<file path="src/rtl/cfg_seq_ctrl.sv">
module cfg_seq_ctrl #(
  parameter int LEN_W        = 16,
  parameter int POR_CYC      = 64,
  parameter int CLR_CYC      = 32,
  parameter int MASTER_EXTRA = 6,
  parameter int START_CYC    = 4
) (
  input  logic             clk,
  input  logic             por_n,
  input  logic             rdy_sense,
  input  logic             rst_pin_n,
  input  logic             prog_pin_n,
  input  logic [3:0]       mode_pins,
  input  logic             cfg_clk_stb,
  input  logic [LEN_W-1:0] load_len,
  input  logic             end_frame,
  input  logic             frame_err,
  input  logic             keep_cfg_mem,
  output logic             rdy_pull_low,
  output logic             busy_hi,
  output logic             busy_lo,
  output logic             cfg_done,
  output logic             mem_clr_req,
  output logic             core_rst_rel,
  output logic             io_en,
  output logic [3:0]       mode_lat,
  output logic [1:0]       phase
);
  localparam int HOLD_W = $clog2((POR_CYC > CLR_CYC ? POR_CYC : CLR_CYC) + 1);
  localparam int HI_W   = $clog2(MASTER_EXTRA + 3);
  localparam int ST_W   = $clog2(START_CYC + 1);
  localparam logic [HOLD_W-1:0] POR_LD    = HOLD_W'(POR_CYC);
  localparam logic [HOLD_W-1:0] CLR_LD    = HOLD_W'(CLR_CYC);
  localparam logic [HI_W-1:0]   HI_SAMPLE = HI_W'(1);
  localparam logic [HI_W-1:0]   HI_LAST   = HI_W'(MASTER_EXTRA + 1);
  localparam logic [ST_W-1:0]   ST_LAST   = ST_W'(START_CYC - 1);

  typedef enum logic [1:0] {S_INIT = 2'd0, S_CFG = 2'd1, S_START = 2'd2, S_RUN = 2'd3} phase_t;

  phase_t            st;
  logic [1:0]        rst_sy, prog_sy, rdy_sy;
  logic [HOLD_W-1:0] hold;
  logic [HI_W-1:0]   hi;
  logic [LEN_W-1:0]  len_cnt;
  logic [ST_W-1:0]   st_cnt;
  logic              eoc_seen, cfg_once;

  wire rst_ok   = rst_sy[1];
  wire prog_ok  = prog_sy[1];
  wire rdy_ok   = rdy_sy[1];
  wire clearing = hold != '0;
  wire qual     = rdy_ok & rst_ok & prog_ok & ~clearing;
  wire in_init  = st == S_INIT;
  wire cfg_end  = (len_cnt == load_len) & (eoc_seen | end_frame);
  wire go_init  = ((st == S_CFG) & (~rst_ok | ~prog_ok | frame_err)) |
                  (((st == S_START) | (st == S_RUN)) & ~prog_ok);
  wire to_cfg   = qual & (((hi == HI_SAMPLE) & ~mode_pins[0]) |
                          ((hi == HI_LAST) & mode_lat[0]));

  always_ff @(posedge clk or negedge por_n) begin
    if (!por_n) begin
      rst_sy   <= '0;
      prog_sy  <= '0;
      rdy_sy   <= '0;
      st       <= S_INIT;
      hold     <= POR_LD;
      hi       <= '0;
      mode_lat <= '0;
      len_cnt  <= '0;
      st_cnt   <= '0;
      eoc_seen <= 1'b0;
      cfg_once <= 1'b0;
    end else begin
      rst_sy  <= {rst_sy[0], rst_pin_n};
      prog_sy <= {prog_sy[0], prog_pin_n};
      rdy_sy  <= {rdy_sy[0], rdy_sense};
      if (go_init) begin
        st   <= S_INIT;
        hold <= (keep_cfg_mem && cfg_once) ? '0 : CLR_LD;
        hi   <= '0;
      end else begin
        unique case (st)
          S_INIT: begin
            if (clearing) hold <= hold - 1'b1;
            if (qual && hi == HI_SAMPLE) mode_lat <= mode_pins;
            if (to_cfg) begin
              st       <= S_CFG;
              hi       <= '0;
              len_cnt  <= '0;
              eoc_seen <= 1'b0;
            end else if (qual) begin
              hi <= hi + 1'b1;
            end else begin
              hi <= '0;
            end
          end
          S_CFG: begin
            if (cfg_end) begin
              st       <= S_START;
              st_cnt   <= '0;
              cfg_once <= 1'b1;
            end else begin
              if (cfg_clk_stb) len_cnt <= len_cnt + 1'b1;
              if (end_frame) eoc_seen <= 1'b1;
            end
          end
          S_START: begin
            if (st_cnt == ST_LAST) st <= S_RUN;
            else st_cnt <= st_cnt + 1'b1;
          end
          S_RUN: ;
          default: st <= S_INIT;
        endcase
      end
    end
  end

  assign phase        = st;
  assign busy_hi      = (st == S_INIT) | (st == S_CFG);
  assign busy_lo      = ~busy_hi;
  assign cfg_done     = ~busy_hi;
  assign io_en        = ~busy_hi;
  assign core_rst_rel = ~busy_hi;
  assign mem_clr_req  = in_init & clearing;
  assign rdy_pull_low = in_init & (clearing | ~rst_ok | ~prog_ok);

  assert_cfg_entry_R5: assert property (@(posedge clk) disable iff (!por_n)
    (st == S_CFG && $past(st) == S_INIT) |-> ($past(rdy_ok) && $past(rst_ok) && $past(prog_ok)))
    else $error("configuration entered without qualified pins");

  assert_len_zero_R7: assert property (@(posedge clk) disable iff (!por_n)
    (st == S_CFG && $past(st) == S_INIT) |-> len_cnt == '0)
    else $error("length count not cleared on entry");

  assert_start_len_R7: assert property (@(posedge clk) disable iff (!por_n)
    (st == S_START && $past(st) == S_CFG) |->
      ($past(len_cnt) == $past(load_len) && ($past(eoc_seen) || $past(end_frame))))
    else $error("start-up without length match and end frame");

  assert_err_abort_R8: assert property (@(posedge clk) disable iff (!por_n)
    ($past(st) == S_CFG && $past(frame_err)) |-> st == S_INIT)
    else $error("frame error did not abort");

  assert_no_skip_R9: assert property (@(posedge clk) disable iff (!por_n)
    (st == S_CFG) |=> (st != S_RUN))
    else $error("operation entered without start-up");

  assert_rst_ignored_R10: assert property (@(posedge clk) disable iff (!por_n)
    ($past(st) == S_RUN && $past(prog_ok)) |-> st == S_RUN)
    else $error("operation left without program pin");

  assert_skip_clear_R11: assert property (@(posedge clk) disable iff (!por_n)
    (st == S_INIT && $past(st) != S_INIT && $past(keep_cfg_mem) && $past(cfg_once)) |-> !mem_clr_req)
    else $error("memory clear requested despite keep option");
endmodule

</file>
<file path="config.mk">
export PLATFORM = sky130hd
export DESIGN_NAME = cfg_seq_ctrl
export DESIGN_NICKNAME = d
export VERILOG_FILES = /design/src/rtl/cfg_seq_ctrl.sv
export SDC_FILE = /design/constraint.sdc
export NUM_CORES = 1
export LEC_CHECK = 0
export ABC_CLOCK_PERIOD_IN_PS = 2600
export BUFFER_PORTS_ARGS = -buffer_cell sky130_fd_sc_hd__buf_2
export CAP_MARGIN = 10
export CORE_MARGIN = 4
export CORE_UTILIZATION = 34
export DETAILED_ROUTE_END_ITERATION = 7
export SLEW_MARGIN = 30
export SYNTH_ARGS = -nofsm -noshare
export SYNTH_HDL_FRONTEND = slang
export SYNTH_SLANG_ARGS = --single-unit
</file>
<file path="constraint.sdc">
create_clock -name clk -period 2.6 [get_ports clk]
set_input_delay 0.13 -clock clk [delete_from_list [all_inputs] [get_ports clk]]
set_output_delay 0.13 -clock clk [all_outputs]
set_load 0.005 [all_outputs]
</file>
Word level (Yosys, flattened, before mapping) --
Index checks and enable logic that the tools add are counted.
Operators by class: $add $sub $neg 4, equal/unequal tests 16, muxes and demuxes 24, bitwise logic cells 26, reduce and logical (&&, ||, !) cells 16
Operators by type and width (count):
- $mux W16 | 3
- $pmux W16 S2 | 1
- $mux W7 | 3
- $add A16 B1 Y16 const B | 1
- $eq A16 B16 Y1 | 1
- $mux W4 | 4
- $and A1 B1 Y1 | 11
- $ne A2 B2 Y1 const B | 5
- $reduce_and A5 Y1 | 2
- $or A1 B1 Y1 | 9
- $mux W2 | 4
- $reduce_and A4 Y1 | 2
- $reduce_bool A2 Y1 | 4
- $reduce_bool A7 Y1 | 1
- $sub A7 B1 Y7 const B | 1
- $mux W3 | 2
- $mux W6 | 1
- $not A1 Y1 | 6
- $pmux W2 S3 | 1
- $pmux W3 S2 | 1
- $reduce_and A3 Y1 | 2
- $add A4 B1 Y4 const B | 1
- $eq A2 B2 Y1 const B | 2
- $eq A4 B1 Y1 const B | 1
- other kinds (14) | 17
Storage, ports and cells: register bits after elaboration 44, word-level logic and storage cells 97

Depth between registers and ports, before layout --
depth in word-level cells 7, depth in mapped cells 10

Least setup slack after synthesis --
Ideal clock, no wire load.
path type reg-to-reg, start point register st[1] (netlist: phase[1]), end point register len_cnt[5], library setup time 132 ps, data arrival time 2130 ps, data required time 2468 ps, setup slack 338 ps, stages on the path, launching flop included 10, clock period less this slack 2262 ps, path through dfrtp_1 -> inv_1 -> ha_1 -> clkbuf_1 -> inv_1 -> nor4b_1 -> a21oi_2 -> buf_6 -> o41ai_2 -> o22ai_1
On the way: longest elaborated chain between the ends 6, elaborated cells between the ends (all ways) 15, those cells by class 6 x eq/ne; 1 x mux; 5 x bitwise; 3 x reduce/logical
Ends and longest elaborated chain:
- start: declaration | RTL line 40 | phase_t st;
- start signal: assignment | RTL line 65 | st <= S_INIT;
- start signal: assignment | RTL line 78 | st <= S_INIT;
- start signal: assignment | RTL line 87 | st <= S_CFG;
- $eq A2 B2 Y1 | RTL line 56 | (((st == S_START) | (st == S_RUN)) & ~prog_ok);
- $or A1 B1 Y1 | RTL line 56
- $and A1 B1 Y1 | RTL line 56
- $or A1 B1 Y1 | RTL line 55 | wire go_init = ((st == S_CFG) & (~rst_ok | ~prog_ok | frame_err)) |
- $not A1 Y1 (no line)
- $reduce_and A5 Y1 (no line)
- end signal: assignment | RTL line 103 | if (cfg_clk_stb) len_cnt <= len_cnt + 1'b1;
- end: declaration | RTL line 44 | logic [LEN_W-1:0] len_cnt;
Several ways; a longest one is shown, not always the timed one. A chain may end at the register's enable or synchronous reset.

Worst setup path in the final report --
start point register hold[0], end point register len_cnt[5]
On the way: longest elaborated chain between the ends 6
Ends and longest elaborated chain:
- start: declaration | RTL line 42 | logic [HOLD_W-1:0] hold;
- start signal: assignment | RTL line 79 | hold <= (keep_cfg_mem && cfg_once) ? '0 : CLR_LD;
- start signal: assignment | RTL line 84 | if (clearing) hold <= hold - 1'b1;
- $reduce_bool A7 Y1 | RTL line 51 | wire clearing = hold != '0;
- $not A1 Y1 | RTL line 52 | wire qual = rdy_ok & rst_ok & prog_ok & ~clearing;
- $and A1 B1 Y1 | RTL line 52
- $and A1 B1 Y1 | RTL line 57 | wire to_cfg = qual & (((hi == HI_SAMPLE) & ~mode_pins[0]) |
- $ne A2 B1 Y1 (no line)
- $reduce_and A5 Y1 (no line)
No other way between the ends.

==> flow_summary.json <==
{
  "hp-start": "keep_cfg_mem",
  "slew_viol_final": 0,
  "worstSetupPathType": "reg2reg",
  "dieArea_um2": 9355,
  "status": "completed",
  "fp.coreArea_um2": 7687,
  "dr.first_iter.drc_count": 148,
  "worst_ep_required_time_ns": 2.78,
  "rsz0062_at_grt": "no",
  "synth_async_sr_flop_share_pct": 100.0,
  "die_x_um": 96.72,
  "cts_buffers": 5,
  "maxCapViolCount": 0,
  "yosys.area.top_type": "dfrtp_1",
  "io_pins": 42,
  "final_cell_mix": "dfrtp_1 (43), buf_2 (40), nand2_1 (28), nor2_1 (19), xnor2_1 (17)",
  "clk_latency_ns": 0.30,
  "final_common_cell": "dfrtp_1",
  "rr_startpoint": "hold[0]",
  "drive_above_1_share_pct": 21.74,
  "leakage_nw": 1.375,
  "r2r.worst_path.cells": 7,
  "totalNegativeSetupSlack_ns": 0,
  "grt_pass1_wl_um": 10810,
  "synth_nets": 315,
  "ys_warn_count": 0,
  "endpoint_kind": "flip-flop",
  "fin_util_pct": 41.60,
  "synth_area_leaders": "dfrtp_1 (40%), xnor2_1 (5.6%), ha_1 (5.1%)",
  "ant_nets": 0,
  "synth_top_area_share_pct": 40.21,
  "place_congestion": 0.8642,
  "antenna_found_initial": 0,
  "synth_area_per_cell_um2": 9.732,
  "clock_sinks": 44,
  "synth_edf_count": 0,
  "dp_cells": 412,
  "max_freq_ghz": 0.4182,
  "grt_start_max_net_pins": 45,
  "htreeDepth": 2,
  "io_buffers": 41,
  "critPathArrivalTime_ns": 2.57,
  "wl_per_cell_um": 14.87,
  "hold_depth": 2,
  "cts_root_buf": "clkbuf_8",
  "cts_setup_buffers": 0,
  "drc_errors": 0,
  "fin_crit_ns": 2.391,
  "grt_pass1_vias": 2206,
  "yosysUniqueCellTypes": 60,
  "ff2ff_setup_slack_ns": 0.21,
  "syn_to_final_growth_pct": 19.50,
  "fin_area_um2": 3198,
  "synth_flop_cell": "dfrtp_1",
  "cts_tree": "done",
  "finalHoldViolCount": 0,
  "routed_wl_um": 6303,
  "via_per_inst": 5.323,
  "seq_area_frac_synth_pct": 41.19,
  "dpl.hpwl_um": 4605,
  "setup_viol": 0,
  "initial_core_util_pct": 34.81,
  "clockBufferDepth": 2,
  "peakVddDrop_uv": 649.0,
  "worst_pin_slew_ns": 0.7484,
  "relSlewSlack_pct": 49.66,
  "r2r-end": "len_cnt[5]",
  "die_height_um": 96.72,
  "crit_path_max_fanout": 21,
  "p_per_area_nw_per_um2": 922.1,
  "fin_crit_sh_pct": 91.98,
  "first_pass_iters": 4,
  "clk_pin_slew_ns": 0.09,
  "place_area_um2": 2980,
  "row_count": 32,
  "grt-ovfl-total": 0,
  "ys_ff_latch": 44,
  "finClkSkew_ns": 0.003122,
  "start_kind": "flip-flop",
  "synth_area_um2": 2676,
  "num_vias": 2257,
  "hold_class": "in2reg",
  "nNetsFinal": 361,
  "synthCells": 275,
  "grt_use_total_pct": 13.75,
  "antenna_cells": 0,
  "fin_cells": 424,
  "holdPathEnd": "hold[5]"
}
## metrics by stage
step / setup WS (ns) / hold slack (ns) / power [mW]
final: 0.2085 / 0.01470 / 2.949
after global routing: 0.003204 / 0.01261 / 3.189
after CTS: 0.1555 / 0.006254 / 2.957
after detailed placement: 0.1880 / 0.1674 / 2.213
after global placement: 0.2411 / 0.2399 / 2.194
after floorplan: 0.3380 / -0.1656 / 1.869
## worst max-delay path by stage
stage / startpoint / to / cells past startpoint
6_report: hold[0] / len_cnt[5] / 7
5_1_grt: hold[0] / len_cnt[3] / 8
3_5_place_dp: phase[0] / len_cnt[2] / 8
2_1_floorplan: phase[1] / len_cnt[5] / 9
3_3_place_gp: phase[0] / len_cnt[2] / 8
4_1_cts: hold[0] / len_cnt[5] / 7
## synth_stat cells (2+ instances only)
cell type,count
a221o_1,3
xnor2_1,17
a21o_1,4
and2_1,2
inv_1,13
a211oi_1,2
nor2_1,19
mux2i_1,4
o21ai_0,9
a211o_1,2
a31oi_1,4
ha_1,11
nand2_1,28
clkbuf_1,5
o211ai_1,2
a21oi_1,5
a21boi_0,2
nand2b_1,3
nand4_1,8
nor4_1,3
nor3_1,8
o22ai_1,3
nor4b_1,2
o311ai_1,5
o31ai_1,7
a2bb2oi_1,4
and3_1,2
buf_4,3
o21ai_1,2
mux2_2,4
nand3_1,12
xor2_1,5
dfrtp_1,43
buf_6,2
and4_1,2
## area by class of cell
type                    count  area (µm²)
clock inverters             3       90.09
repair buffers             50       285.3
well taps                 102       127.6
fillers                   771        4489
multi-input cells         207        1475
clock buffers               5       68.82
flip-flops and latches     44        1102
inverters                  13       48.80
## worst max-delay path, stage by stage (launching register included)
cell	delay, ns
dfrtp_1	0.41
inv_1	0.11
ha_1	0.17
or4b_4	0.48
a2111oi_4	0.34
a21oi_4	0.25
o41ai_2	0.40
o22ai_1	0.11
## report_power, final
part	internal (mW)	switching (mW)	total (mW)	leakage, nW
Clock	0.481	0.250	0.731	0.0784
Combinational	0.523	0.721	1.24	0.749
Sequential	0.822	0.152	0.974	0.548
## per-layer routing
layer | up-vias | share of wire, % | global-route usage, %
li1 | 1106 | - | -
met1 | 1090 | 46 | 18.53
met2 | 57 | 48 | 22.45
met3 | 4 | 5.5 | 2.884
met4 | 0 | 0.87 | 3.672
met5 | - | 0 | 0
## cell families (layout without fill, tap and decap cells)
family	Yosys count	after routing	share of synthesized area (%)
flops	44	44	41.19
buf+inv	24	71	4.394
fa+ha+maj	11	11	5.143
mux	8	8	3.179
compound gates	64	64	18.37
simple gates	102	102	20.52
xor+xnor	22	22	7.199
## flip-flops by register name, indices dropped and copies added, names as in the netlist
register	flops
prog_sy	2
st_cnt	3
rdy_sy	2
hold	7
rst_sy	2
eoc_seen	1
len_cnt	16
phase	2
hi	4
mode_lat	4
cfg_once	1
## what timing repair did
item,4_1_cts,5_1_grt
gates resized for setup,0,2
hold buffers,4,0
setup endpoints to repair,0,6
hold endpoints to repair,46,0
Note: power is estimated with default switching activity, not from simulation.
